--- config.mk ---
export PLATFORM = sky130hd
export DESIGN_NAME = stim_interleaver
export DESIGN_NICKNAME = d
export VERILOG_FILES = /design/src/rtl/stim_pkg.sv /design/src/rtl/stim_slot_timer.sv /design/src/rtl/stim_env_bank.sv /design/src/rtl/stim_compressor.sv /design/src/rtl/stim_pulse_seq.sv /design/src/rtl/stim_interleaver.sv
export SDC_FILE = /design/constraint.sdc
export NUM_CORES = 1
export LEC_CHECK = 0
export BUFFER_PORTS_ARGS = -buffer_cell sky130_fd_sc_hd__buf_2
export CAP_MARGIN = 20
export CORE_MARGIN = 3
export CORE_UTILIZATION = 45
export CTS_CLUSTER_DIAMETER = 150
export CTS_CLUSTER_SIZE = 30
export DETAILED_ROUTE_END_ITERATION = 8
export GPL_ROUTABILITY_DRIVEN = 0
export PLACE_DENSITY = 0.74
export SLEW_MARGIN = 20
export SYNTH_ARGS = -nofsm -noshare
export SYNTH_HDL_FRONTEND = slang
export SYNTH_SLANG_ARGS = --single-unit
--- constraint.sdc ---
create_clock -name clk_i -period 8.05 [get_ports clk_i]
set_clock_uncertainty 0.15 [all_clocks]
set_input_delay 0.4025 -clock clk_i [delete_from_list [all_inputs] [get_ports clk_i]]
set_output_delay 0.4025 -clock clk_i [all_outputs]
set_load 0.01 [all_outputs]
--- src/rtl/stim_pkg.sv ---
package stim_pkg;

  localparam int ENV_W  = 12;
  localparam int AMP_W  = 8;
  localparam int SEG_W  = 4;
  localparam int FRAC_W = ENV_W - SEG_W;
  localparam int SLP_W  = 6;
  localparam int PROD_W = SLP_W + FRAC_W;

  // Start value of each compression segment.
  function automatic logic [AMP_W-1:0] seg_base(input logic [SEG_W-1:0] s);
    logic [AMP_W-1:0] b;
    case (s)
      4'd0:    b = 8'd0;
      4'd1:    b = 8'd40;
      4'd2:    b = 8'd72;
      4'd3:    b = 8'd98;
      4'd4:    b = 8'd120;
      4'd5:    b = 8'd139;
      4'd6:    b = 8'd155;
      4'd7:    b = 8'd169;
      4'd8:    b = 8'd182;
      4'd9:    b = 8'd194;
      4'd10:   b = 8'd205;
      4'd11:   b = 8'd215;
      4'd12:   b = 8'd224;
      4'd13:   b = 8'd233;
      4'd14:   b = 8'd241;
      default: b = 8'd248;
    endcase
    return b;
  endfunction

  // Rise of each segment; all positive, so the curve is monotonic.
  function automatic logic [SLP_W-1:0] seg_slope(input logic [SEG_W-1:0] s);
    logic [SLP_W-1:0] r;
    case (s)
      4'd0:    r = 6'd40;
      4'd1:    r = 6'd32;
      4'd2:    r = 6'd26;
      4'd3:    r = 6'd22;
      4'd4:    r = 6'd19;
      4'd5:    r = 6'd16;
      4'd6:    r = 6'd14;
      4'd7:    r = 6'd13;
      4'd8:    r = 6'd12;
      4'd9:    r = 6'd11;
      4'd10:   r = 6'd10;
      4'd11:   r = 6'd9;
      4'd12:   r = 6'd9;
      4'd13:   r = 6'd8;
      4'd14:   r = 6'd7;
      default: r = 6'd7;
    endcase
    return r;
  endfunction

  // Piecewise-linear compression of one envelope word.
  function automatic logic [AMP_W-1:0] compress_env(input logic [ENV_W-1:0] e);
    logic [SEG_W-1:0]  s;
    logic [PROD_W-1:0] p;
    s = e[ENV_W-1 -: SEG_W];
    p = PROD_W'(seg_slope(s)) * PROD_W'(e[FRAC_W-1:0]);
    return seg_base(s) + AMP_W'(p[PROD_W-1 -: SLP_W]);
  endfunction

endpackage

--- src/rtl/stim_slot_timer.sv ---
module stim_slot_timer #(
  parameter int SLOT_CLKS = 30012,
  parameter bit EXT_TICK  = 1'b0
) (
  input  logic clk_i,
  input  logic rst_ni,
  input  logic ext_tick_i,
  output logic slot_tick_o
);

  localparam int CNT_W = (SLOT_CLKS > 2) ? $clog2(SLOT_CLKS) : 1;
  localparam logic [CNT_W-1:0] CNT_LAST = CNT_W'(SLOT_CLKS - 1);

  if (EXT_TICK) begin : g_ext
    assign slot_tick_o = ext_tick_i;
  end else begin : g_div
    logic [CNT_W-1:0] cnt_q;
    logic             unused_ext;

    assign unused_ext = ext_tick_i;

    always_ff @(posedge clk_i or negedge rst_ni) begin
      if (!rst_ni) begin
        cnt_q <= '0;
      end else if (cnt_q == CNT_LAST) begin
        cnt_q <= '0;
      end else begin
        cnt_q <= cnt_q + 1'b1;
      end
    end

    // The slot starts on the edge at which the count is zero.
    assign slot_tick_o = (cnt_q == '0);
  end

endmodule

--- src/rtl/stim_env_bank.sv ---
module stim_env_bank #(
  parameter int N_CH  = 8,
  parameter int ENV_W = 12,
  parameter int CH_W  = $clog2(N_CH)
) (
  input  logic                    clk_i,
  input  logic                    rst_ni,
  input  logic [N_CH*ENV_W-1:0]   env_i,
  input  logic                    valid_i,
  input  logic [CH_W-1:0]         sel_i,
  output logic [ENV_W-1:0]        env_sel_o
);

  logic [N_CH-1:0][ENV_W-1:0] bank_q;
  logic [N_CH-1:0][ENV_W-1:0] env_in;

  assign env_in = env_i;

  always_ff @(posedge clk_i or negedge rst_ni) begin
    if (!rst_ni) begin
      bank_q <= '0;
    end else if (valid_i) begin
      bank_q <= env_in;
    end
  end

  // A word arriving in this cycle bypasses the store.
  assign env_sel_o = valid_i ? env_in[sel_i] : bank_q[sel_i];

endmodule

--- src/rtl/stim_compressor.sv ---
module stim_compressor
  import stim_pkg::*;
(
  input  logic [ENV_W-1:0] env_i,
  output logic [AMP_W-1:0] amp_o
);

  assign amp_o = compress_env(env_i);

endmodule

--- src/rtl/stim_pulse_seq.sv ---
module stim_pulse_seq #(
  parameter int N_CH         = 8,
  parameter int SLOT_CLKS    = 30012,
  parameter int MIN_GAP_CLKS = 2,
  parameter int AMP_W        = 8,
  parameter int CH_W         = $clog2(N_CH),
  parameter int LEN_W        = $clog2(SLOT_CLKS + 1)
) (
  input  logic             clk_i,
  input  logic             rst_ni,
  input  logic             slot_tick_i,
  input  logic [AMP_W-1:0] amp_next_i,
  input  logic [LEN_W-1:0] pulse_len_i,
  output logic [CH_W-1:0]  ch_next_o,
  output logic [CH_W-1:0]  ch_o,
  output logic [AMP_W-1:0] amp_o,
  output logic             active_o,
  output logic             started_o
);

  localparam logic [LEN_W-1:0] MAX_LEN = LEN_W'(SLOT_CLKS - MIN_GAP_CLKS);
  localparam logic [CH_W-1:0]  CH_LAST = CH_W'(N_CH - 1);

  logic             started_q;
  logic [CH_W-1:0]  ch_q;
  logic [AMP_W-1:0] amp_q;
  logic [LEN_W-1:0] rem_q;
  logic             active_q;
  logic [LEN_W-1:0] len_eff;

  assign len_eff   = (pulse_len_i > MAX_LEN) ? MAX_LEN : pulse_len_i;
  assign ch_next_o = (!started_q || ch_q == CH_LAST) ? '0 : ch_q + 1'b1;

  always_ff @(posedge clk_i or negedge rst_ni) begin
    if (!rst_ni) begin
      started_q <= 1'b0;
      ch_q      <= '0;
      amp_q     <= '0;
      rem_q     <= '0;
      active_q  <= 1'b0;
    end else if (slot_tick_i) begin
      started_q <= 1'b1;
      ch_q      <= ch_next_o;
      amp_q     <= amp_next_i;
      rem_q     <= len_eff;
      active_q  <= (len_eff != '0);
    end else if (rem_q != '0) begin
      rem_q     <= rem_q - 1'b1;
      active_q  <= (rem_q > LEN_W'(1));
    end else begin
      active_q  <= 1'b0;
    end
  end

  assign ch_o      = ch_q;
  assign amp_o     = amp_q;
  assign active_o  = active_q;
  assign started_o = started_q;

endmodule

--- src/rtl/stim_interleaver.sv ---
module stim_interleaver
  import stim_pkg::*;
#(
  parameter int N_CH         = 8,
  parameter int SLOT_CLKS    = 30012,
  parameter int MIN_GAP_CLKS = 2,
  parameter bit EXT_TICK     = 1'b0,
  localparam int CH_W        = $clog2(N_CH),
  localparam int LEN_W       = $clog2(SLOT_CLKS + 1)
) (
  input  logic                  clk_i,
  input  logic                  rst_ni,
  input  logic [N_CH*ENV_W-1:0] env_i,
  input  logic                  env_valid_i,
  input  logic                  rate_tick_i,
  input  logic [LEN_W-1:0]      pulse_len_i,
  output logic [CH_W-1:0]       chan_o,
  output logic [AMP_W-1:0]      amp_o,
  output logic                  pulse_active_o
);

  // Internal events, named for the checker.
  logic             slot_tick;
  logic [CH_W-1:0]  ch_next;
  logic [ENV_W-1:0] env_next;
  logic [AMP_W-1:0] amp_next;
  logic             seq_started;

  stim_slot_timer #(
    .SLOT_CLKS (SLOT_CLKS),
    .EXT_TICK  (EXT_TICK)
  ) timer_i (
    .clk_i       (clk_i),
    .rst_ni      (rst_ni),
    .ext_tick_i  (rate_tick_i),
    .slot_tick_o (slot_tick)
  );

  stim_env_bank #(
    .N_CH  (N_CH),
    .ENV_W (ENV_W),
    .CH_W  (CH_W)
  ) bank_i (
    .clk_i     (clk_i),
    .rst_ni    (rst_ni),
    .env_i     (env_i),
    .valid_i   (env_valid_i),
    .sel_i     (ch_next),
    .env_sel_o (env_next)
  );

  stim_compressor comp_i (
    .env_i (env_next),
    .amp_o (amp_next)
  );

  stim_pulse_seq #(
    .N_CH         (N_CH),
    .SLOT_CLKS    (SLOT_CLKS),
    .MIN_GAP_CLKS (MIN_GAP_CLKS),
    .AMP_W        (AMP_W),
    .CH_W         (CH_W),
    .LEN_W        (LEN_W)
  ) seq_i (
    .clk_i       (clk_i),
    .rst_ni      (rst_ni),
    .slot_tick_i (slot_tick),
    .amp_next_i  (amp_next),
    .pulse_len_i (pulse_len_i),
    .ch_next_o   (ch_next),
    .ch_o        (chan_o),
    .amp_o       (amp_o),
    .active_o    (pulse_active_o),
    .started_o   (seq_started)
  );

endmodule

==> metrics.md, run 1 <==
| Metric | Value |
|---|---|
| Largest net degree at the start of global routing | 83 |
| Predominant post-synthesis flop cell | dfrtp_1 |
| Die Wd | between 100 and 150 um |
| FF+latch count, synth | roughly 140 |
| Vias in the first global route | 8005 |
| Largest area contributor in the netlist | dfrtp_1 |
| Cell Count, Final, Fillers Out | 1374 |
| Clock buffer depth | 2 |
| Placed cells | 1332 |
| Share of flip-flops with an asynchronous set or reset | 100% |
| Initial antenna violation count | 5 |
| Worst skew pair latency | 0.43 ns |
| Count leader, synth | dfrtp_1 |
| Syn-to-layout area delta | 19.8% |
| Endpoints failing setup | 0 |
| Storage cell area | 0.00348 mm^2 |
| Multi-input logic area | between 0.005 and 0.006 mm^2 |
| Vias | 7795 |
| VDD IR max | 0.169 mV |
| Setup TNS | 0 ns |
| Worst Path Arrival | around 8 ns |
| First-pass GRT wire length | 39.6 mm |
| Mapped Cells | 948 |
| Final Hold Vio Count | 0 |
| Initial Utilization | 46.8% |
| Max-slew violation count | 0 |
| Startpoint Class | register |
| Crit path max fanout | 7 |
| Syn_area_per_cell | 9.79 um^2 |
| Unique masters post-synth | 73 |
| Total CTS buffers | 17 |
| RSZ-0062 raised after global routing | false |
| DR iter-0 viols | 480 |
| H-Tree Depth | 4 |
| Nets | 1272 |
| Drt drc | 0 |
| Max Cap Viol | 0 |
| Critical path's slowest cell | fa_1 |
| GRT overflow | 0 |
| Worst hold margin | approximately 0.066 ns |
| Critical Path RT | 8.19 ns |
| PortBufs | around 130 |
| Total die area | 0.0224 mm^2 |
| P_leak | about 5 nW |
| 1st-pass router iterations | 5 |
| Drt total wl | 23.9 mm |
| Layout cells sized above 1 | 31.7% |
| Status | finished clean |
| Synth area leaders | dfrtp_1, mux2_2, fa_1 |
| Setup crit end kind | register |
| Final min period | 7.71 ns |
| Io pins | ~130 |
| Critical setup path kind | register to register |
| GRT Util Overall | 22.1% |
| Post-synth EDFFs | 0 |
| CTS Sinks | 139 |
| Tightest Pin Transition | 0.924 ns |
| CTS clk-pin slew, worst paths | 0.06 ns |
| Min-Delay Path Class | input port to register |
| CTS tree | yes |
| DP Wirelength | 17.7 mm |
| Clock root cell | clkbuf_16 |
| Biggest cell delay along the critical path | 0.54 ns |
| Std cell rows | 51 |
| Post-route ant nets | 0 |
| Share of the synthesized area in the top cell type | 37.5% |
| Syn Nets | 1126 |
| Crit share post-route | 95.8% |
| Routed length per instance | 17.4 um |
| Power Dens Cells | roughly 220 mW/mm^2 |
| Max-slew headroom | between 30% and 40% |
| Sequential element share of the synthesized area | 37.5% |
| Die height | 150 um |
| Fillcell total | 1683 |
| Via density per instance | roughly 5.7 |
| Post-synth top cells | dfrtp_1, nand2_1, mux2_2 |
| Yosys warnings | 0 |
| Post-Syn Area | between 0.009 and 0.01 mm^2 |
| Fmax | 130 MHz |
| Area of the core | 0.0198 mm^2 |
==> path summary, 6_finish.rpt <==
path	start	end	slack (ns)	depth (start not counted)
worst min-delay path	env_i[34]	bank_i.bank_q[34]$_DFFE_PN0P_	0.07	2
worst min register to register	bank_i.bank_q[36]$_DFFE_PN0P_	bank_i.bank_q[36]$_DFFE_PN0P_	0.35	1
max in group asynchronous	rst_ni	bank_i.bank_q[11]$_DFFE_PN0P_	6.02	3
worst max-delay path	seq_i.ch_o[1]$_DFFE_PN0P_	seq_i.amp_o[7]$_DFFE_PN0P_	0.34	36
min in group asynchronous	rst_ni	timer_i.g_div.cnt_q[0]$_DFF_PN0_	0.46	2
worst max register to register	seq_i.ch_o[1]$_DFFE_PN0P_	seq_i.amp_o[7]$_DFFE_PN0P_	0.34	36
==> routing by layer <==
| layer | wire (um) | vias up | share of wire [%] | GRT usage [%] |
|---|---|---|---|---|
| met5 | 39 | - | 0.16 | 0 |
| met4 | 505 | 6 | 2.1 | 7.28 |
| met3 | 1540 | 37 | 6.5 | 5.39 |
| met2 | 11500 | 246 | 48 | 35.8 |
| met1 | 10400 | 3834 | 43 | 29.2 |
| li1 | - | 3672 | - | - |
==> per-stage QoR <==
step / total power, mW / instance area, um^2 / utilization [%] / setup slack [ns]
2_1_floorplan: 1.40 / 9280 / - / 0.207
3_3_place_gp: 1.61 / 10400 / 52.2 / 0.0433
3_5_place_dp: 1.64 / 10400 / 52.3 / -0.0520
4_1_cts: 2.39 / 10900 / 55.1 / 0.0389
5_1_grt: 2.60 / 11100 / 56.0 / 0.000277
6_report: 2.43 / 11100 / 56.0 / 0.338
==> cell usage in the layout, fill, tap and decap left out, types with 17 or more instances in the layout <==
cell type and n:
a21oi_1 43, buf_2 123, buf_4 50, clkbuf_16 17, dfrtp_1 139, fa_1 25
ha_1 33, inv_1 51, mux2_2 100, mux2i_1 22, nand2_1 129, nand3_1 19
nor2_1 57, nor2b_1 19, o21ai_0 38, xnor2_1 23
==> flip-flops by register name (all words and copies together) (netlist names) <==
name,flops
bank_i.bank_q,96
seq_i.active_o,1
seq_i.amp_o,8
seq_i.ch_o,3
seq_i.rem_q,15
seq_i.started_o,1
timer_i.g_div.cnt_q,15
==> cell type report <==
type | count | area share, %
diodes | 2 | 0.0450
clock buffers | 19 | 3.89
clock inverters | 13 | 1.07
inverters | 52 | 1.76
multi-input cells | 709 | 49.9
flip-flops and latches | 139 | 31.3
well taps | 265 | 2.98
repair buffers | 175 | 9.10
==> worst max-delay path, delay by kind of cell, from the launching register on <==
family / cells / cell delay, ns
DFF: 1 / 0.40
xor gates and xnor gates: 2 / 0.34
buffers and inverters: 5 / 0.58
muxes: 1 / 0.35
adders and majority gates: 8 / 2.57
AOI/OAI and AO/OA: 13 / 2.25
and+or+nand+nor: 7 / 0.92
==> power by group <==
| group | internal (mW) | switching [mW] |
|---|---|---|
| clock network | 0.426 | 0.313 |
| logic | 0.392 | 0.435 |
| registers | 0.794 | 0.0676 |
| total | 1.61 | 0.815 |
==> kinds of logic (layout without fill, tap and decap cells) <==
| group | after synthesis | after routing | share of synthesized area, % |
|---|---|---|---|
| AO/OA/AOI/OAI | 183 | 183 | 14.1 |
| XOR/XNOR | 31 | 31 | 2.93 |
| adder cells (fa/ha/maj) | 63 | 63 | 10.5 |
| buffers and inverters | 100 | 259 | 4.34 |
| flip-flops | 139 | 139 | 37.5 |
| multiplexers | 124 | 124 | 15.0 |
| other | 0 | 2 | 0 |
| AND/OR/NAND/NOR | 308 | 308 | 15.6 |
==> repair_timing <==
| action | 4_1_cts | 5_1_grt |
|---|---|---|
| setup buffers | 0 | 7 |
| pin swaps | 0 | 14 |
| resized for setup | 4 | 25 |
| hold buffers | 1 | 0 |
| setup endpoints to repair | 1 | 3 |
| endpoints found under the hold margin | 81 | 0 |
No activity file was read; power rests on OpenSTA's default activity.
==> inputs of run 2 (changes only) <==
Settings changed: ABC_AREA set to 1.
==> run 2 against run 1 <==
  * Flip-flop and latch count unchanged
  * Non-clock buffer count down 33
  * Sequential share of layout area down 0.17 points
  * Combinational power up 2.7%
  * Worst hold slack worse by 0.035 ns
  * Total power up 2.9%
  * Synthesized cell count up 44%
  * Final area up 0.54%
  * Count of clock-buffer cells in the layout down 1
  * Maximum frequency up 2.5%
  * Synthesized area up 4.8%
==> metrics.md, run 2 <==
| Metric | Value |
|---|---|
| Status | finished clean (unchanged) |
| P_leak | 5.89 nW (was 4.99 nW) |
| Clock Power Share | 32.5% (was 30.4%) |
| Sequential element share of the synthesized area | 35.8% (was 37.5%) |
| Routed length per instance | 14.3 um (was 17.4 um) |
| Grt met1 use | 30.5% (was 29.2%) |
| Clock buffer depth | 2 (unchanged) |
| DP Wirelength | 17.6 mm (was 17.7 mm) |
| Max-slew headroom | 47.3% (was 37.9%) |
| Cell Area, Placed | 0.0105 mm^2 (was 0.0104 mm^2) |
| Die Wd | 153 um (was 150 um) |
| Count leader, synth | nand2_1 (was dfrtp_1) |
| Crit path max fanout | 60 (was 7) |
| Simple-gate share of the synthesized area | 31.3% (was 15.6%) |
| Most frequent cells in the layout | nand2_1, inv_1, dfrtp_1 (was dfrtp_1, nand2_1, buf_2) |
| GR Util met2 | 34.1% (was 35.8%) |
| Biggest cell delay along the critical path | 0.55 ns (was 0.54 ns) |
| Initial Utilization | 46.0% (was 46.8%) |
| Largest area contributor in the netlist | dfrtp_1 (unchanged) |
| Area of the core | 0.0212 mm^2 (was 0.0198 mm^2) |
| Min-Delay Path Class | input port to register (unchanged) |
| First-pass GRT wire length | 41.9 mm (was 39.6 mm) |
| Post-synth EDFFs | 0 (unchanged) |
| Yosys warnings | 0 (unchanged) |
| DP Worst Slack | 0.460 ns (was -0.0520 ns) |
| Combinational power share | 34.0% (was 34.1%) |
| Std cell rows | 53 (was 51) |
| Post-synthesis xor/xnor area fraction | 1.26% (was 2.93%) |
| Fmax | 133 MHz (was 130 MHz) |
| GRT Util Overall | 21.4% (was 22.1%) |
| Cell Count, Final, Fillers Out | 1761 (was 1374) |
| Max-slew violation count | 0 (unchanged) |
| Mapped Cells | 1368 (was 948) |
| Post-Syn Area | 0.00972 mm^2 (was 0.00928 mm^2) |
| Area share of fa/ha/maj cells after synthesis | 10.0% (was 10.5%) |
| Nets | 1650 (was 1272) |
| Psw | 0.919 mW (was 0.815 mW) |
| Io pins | 127 (unchanged) |
| Largest Register | bank_i.bank_q (unchanged) |
| Max Cap Viol | 0 (unchanged) |
| Syn_area_per_cell | 7.11 um^2 (was 9.79 um^2) |
| Synth Area in Compound Gates | 12.0% (was 14.1%) |
| Share of flip-flops with an asynchronous set or reset | 100% (unchanged) |
| Worst reg-to-reg path cell count | 32 (was 36) |
| GRT overflow | 0 (unchanged) |
| Crit share post-route | 93.5% (was 95.8%) |
| Share of the synthesized area in the top cell type | 35.8% (was 37.5%) |
| Flop pwr share | 33.6% (was 35.5%) |
| Top Usage Layer GRT | met2 (unchanged) |
| CTS clk-pin slew, worst paths | 0.07 ns (was 0.06 ns) |
| Syn Nets | 1546 (was 1126) |
| RSZ-0062 raised after global routing | false (unchanged) |
| Mux cell area share after synthesis | 0.206% (was 15.0%) |
| Largest net degree at the start of global routing | 78 (was 83) |
| Worst Path Arrival | 7.72 ns (was 7.85 ns) |
| 1st-pass router iterations | 5 (unchanged) |
| DR iter-0 viols | 695 (was 480) |
| Clock root cell | clkbuf_16 (unchanged) |
| Initial antenna violation count | 0 (was 5) |
| FF+latch count, synth | 139 (unchanged) |
| Met3 GRT Util | 3.94% (was 5.39%) |
| Predominant post-synthesis flop cell | dfrtp_1 (unchanged) |
| Critical setup path kind | register to register (unchanged) |
| Fillcell total | 2068 (was 1683) |
| Setup ws final | 0.523 ns (was 0.338 ns) |
| VDD IR max | 0.130 mV (was 0.169 mV) |
| Max reg flops | 96 (unchanged) |
| Synth area leaders | dfrtp_1, nand2_1, inv_1 (was dfrtp_1, mux2_2, fa_1) |
| Placed cells | 1721 (was 1332) |
| Final min period | 7.53 ns (was 7.71 ns) |
| Layout cells sized above 1 | 14.1% (was 31.7%) |
| Endpoints failing setup | 0 (unchanged) |
| Vias in the first global route | 8743 (was 8005) |
| Total CTS buffers | 17 (unchanged) |
| Sw Ratio | 36.8% (was 33.6%) |
| Tightest Pin Transition | 0.791 ns (was 0.924 ns) |
| Final Hold Vio Count | 0 (unchanged) |
| Syn-to-layout area delta | 15.0% (was 19.8%) |
| PortBufs | 125 (unchanged) |
| Critical Path RT | 8.24 ns (was 8.19 ns) |
| Hold path depth | 3 (was 2) |
| Largest family of logic cells by synthesized area | simple AND/OR/NAND/NOR gates (unchanged) |
| Setup TNS | 0 ns (unchanged) |
| Internal | 1.58 mW (was 1.61 mW) |
| H-Tree Depth | 4 (unchanged) |
| Unique masters post-synth | 48 (was 73) |
| Final core occ | 52.9% (was 56.0%) |
| Worst skew pair latency | 0.43 ns (about the same) |
| Commonest non-fill, non-tap cell in the layout | nand2_1 (was dfrtp_1) |
| Top Registers | bank_i.bank_q (96), seq_i.rem_q (15), timer_i.g_div.cnt_q (15) (unchanged) |
| Critical path's slowest cell | fa_1 (unchanged) |
| CTS tree | yes (unchanged) |
| Startpoint Class | register (unchanged) |
| Power Dens Cells | 224 mW/mm^2 (was 218 mW/mm^2) |
| Die height | 153 um (was 150 um) |
| Total die area | 0.0234 mm^2 (was 0.0224 mm^2) |
| Via density per instance | 5.31 (was 5.67) |
| Post-route ant nets | 0 (unchanged) |
| Setup crit end kind | register (unchanged) |
| Vias | 9343 (was 7795) |
| Post-synth top cells | nand2_1, inv_1, dfrtp_1 (was dfrtp_1, nand2_1, mux2_2) |
| Drt total wl | 25.2 mm (was 23.9 mm) |
| Drt drc | 0 (unchanged) |
| Design Area, Final | 0.0112 mm^2 (was 0.0111 mm^2) |
| CTS Sinks | 139 (unchanged) |
run 2: cells by family after synthesis:
family | Yosys count
AO/OA/AOI/OAI | 206
AND/OR/NAND/NOR | 726
multiplexers | 2
adder cells (fa/ha/maj) | 63
XOR/XNOR | 14
flip-flops | 139
buffers and inverters | 218
run 2: final cells by class:
cell class | count | area (um^2) | area share, %
inverters | 160 | 606 | 5.42
multi-input cells | 1012 | 5350 | 47.8
flip-flops and latches | 139 | 3480 | 31.1
clock inverters | 14 | 176 | 1.58
clock buffers | 18 | 439 | 3.93
diodes | 1 | 2.50 | 0.0224
well taps | 275 | 344 | 3.08
repair buffers | 142 | 790 | 7.06
run 2: worst max-delay path: cells and delay by family, from the launching register on:
kind	cells	cell delay [ns]
fa+ha+maj	7	2.62
simple gates	10	1.66
compound gates	9	1.66
buf+inv	5	0.78
flops	1	0.39
xor+xnor	1	0.15
run 2: per-layer routing:
layer | part of all wire (%) | vias to the layer above
li1 | - | 4598
met1 | 46 | 4378
met2 | 47 | 340
met3 | 6.6 | 27
met4 | 1.1 | 0
met5 | 0 | -
run 2: what timing repair did:
action / 4_1_cts / 5_1_grt
endpoints found under the hold margin: 76 / 0
setup buffers: 0 / 5
hold buffers: 1 / 0
gates resized for setup: 0 / 3
endpoints found under the setup margin: 0 / 2
run 2: worst paths after layout:
| check | start | endpoint | slack [ns] |
|---|---|---|---|
| worst min register to register | bank_i.bank_q[19]$_DFFE_PN0P_ | bank_i.bank_q[19]$_DFFE_PN0P_ | 0.32 |
| max in group asynchronous | rst_ni | timer_i.g_div.cnt_q[2]$_DFF_PN0_ | 6.09 |
| min in group asynchronous | rst_ni | bank_i.bank_q[11]$_DFFE_PN0P_ | 0.39 |
| worst max-delay path | seq_i.ch_o[0]$_DFFE_PN0P_ | seq_i.amp_o[7]$_DFFE_PN0P_ | 0.52 |
| worst max register to register | seq_i.ch_o[0]$_DFFE_PN0P_ | seq_i.amp_o[7]$_DFFE_PN0P_ | 0.52 |
| worst min-delay path | env_i[4] | bank_i.bank_q[4]$_DFFE_PN0P_ | 0.03 |
run 2: metrics by stage:
| stage | power (mW) | hold WS, ns |
|---|---|---|
| final | 2.50 | 0.0308 |
| after floorplan | 1.47 | -0.0431 |
| after global placement | 1.67 | 0.295 |
| after CTS | 2.52 | 0.0171 |
| after global routing | 2.70 | 0.0316 |
| after detailed placement | 1.70 | 0.303 |
run 2: power by group through the flow:
| stage | sequential [mW] | clock (mW) | combinational (mW) |
|---|---|---|---|
| floorplan | 0.849 | 0 | 0.617 |
| global placement | 0.848 | 0 | 0.818 |
| detailed placement | 0.850 | 0 | 0.847 |
| CTS | 0.839 | 0.825 | 0.854 |
| global route | 0.851 | 0.857 | 0.988 |
| finish | 0.839 | 0.811 | 0.849 |
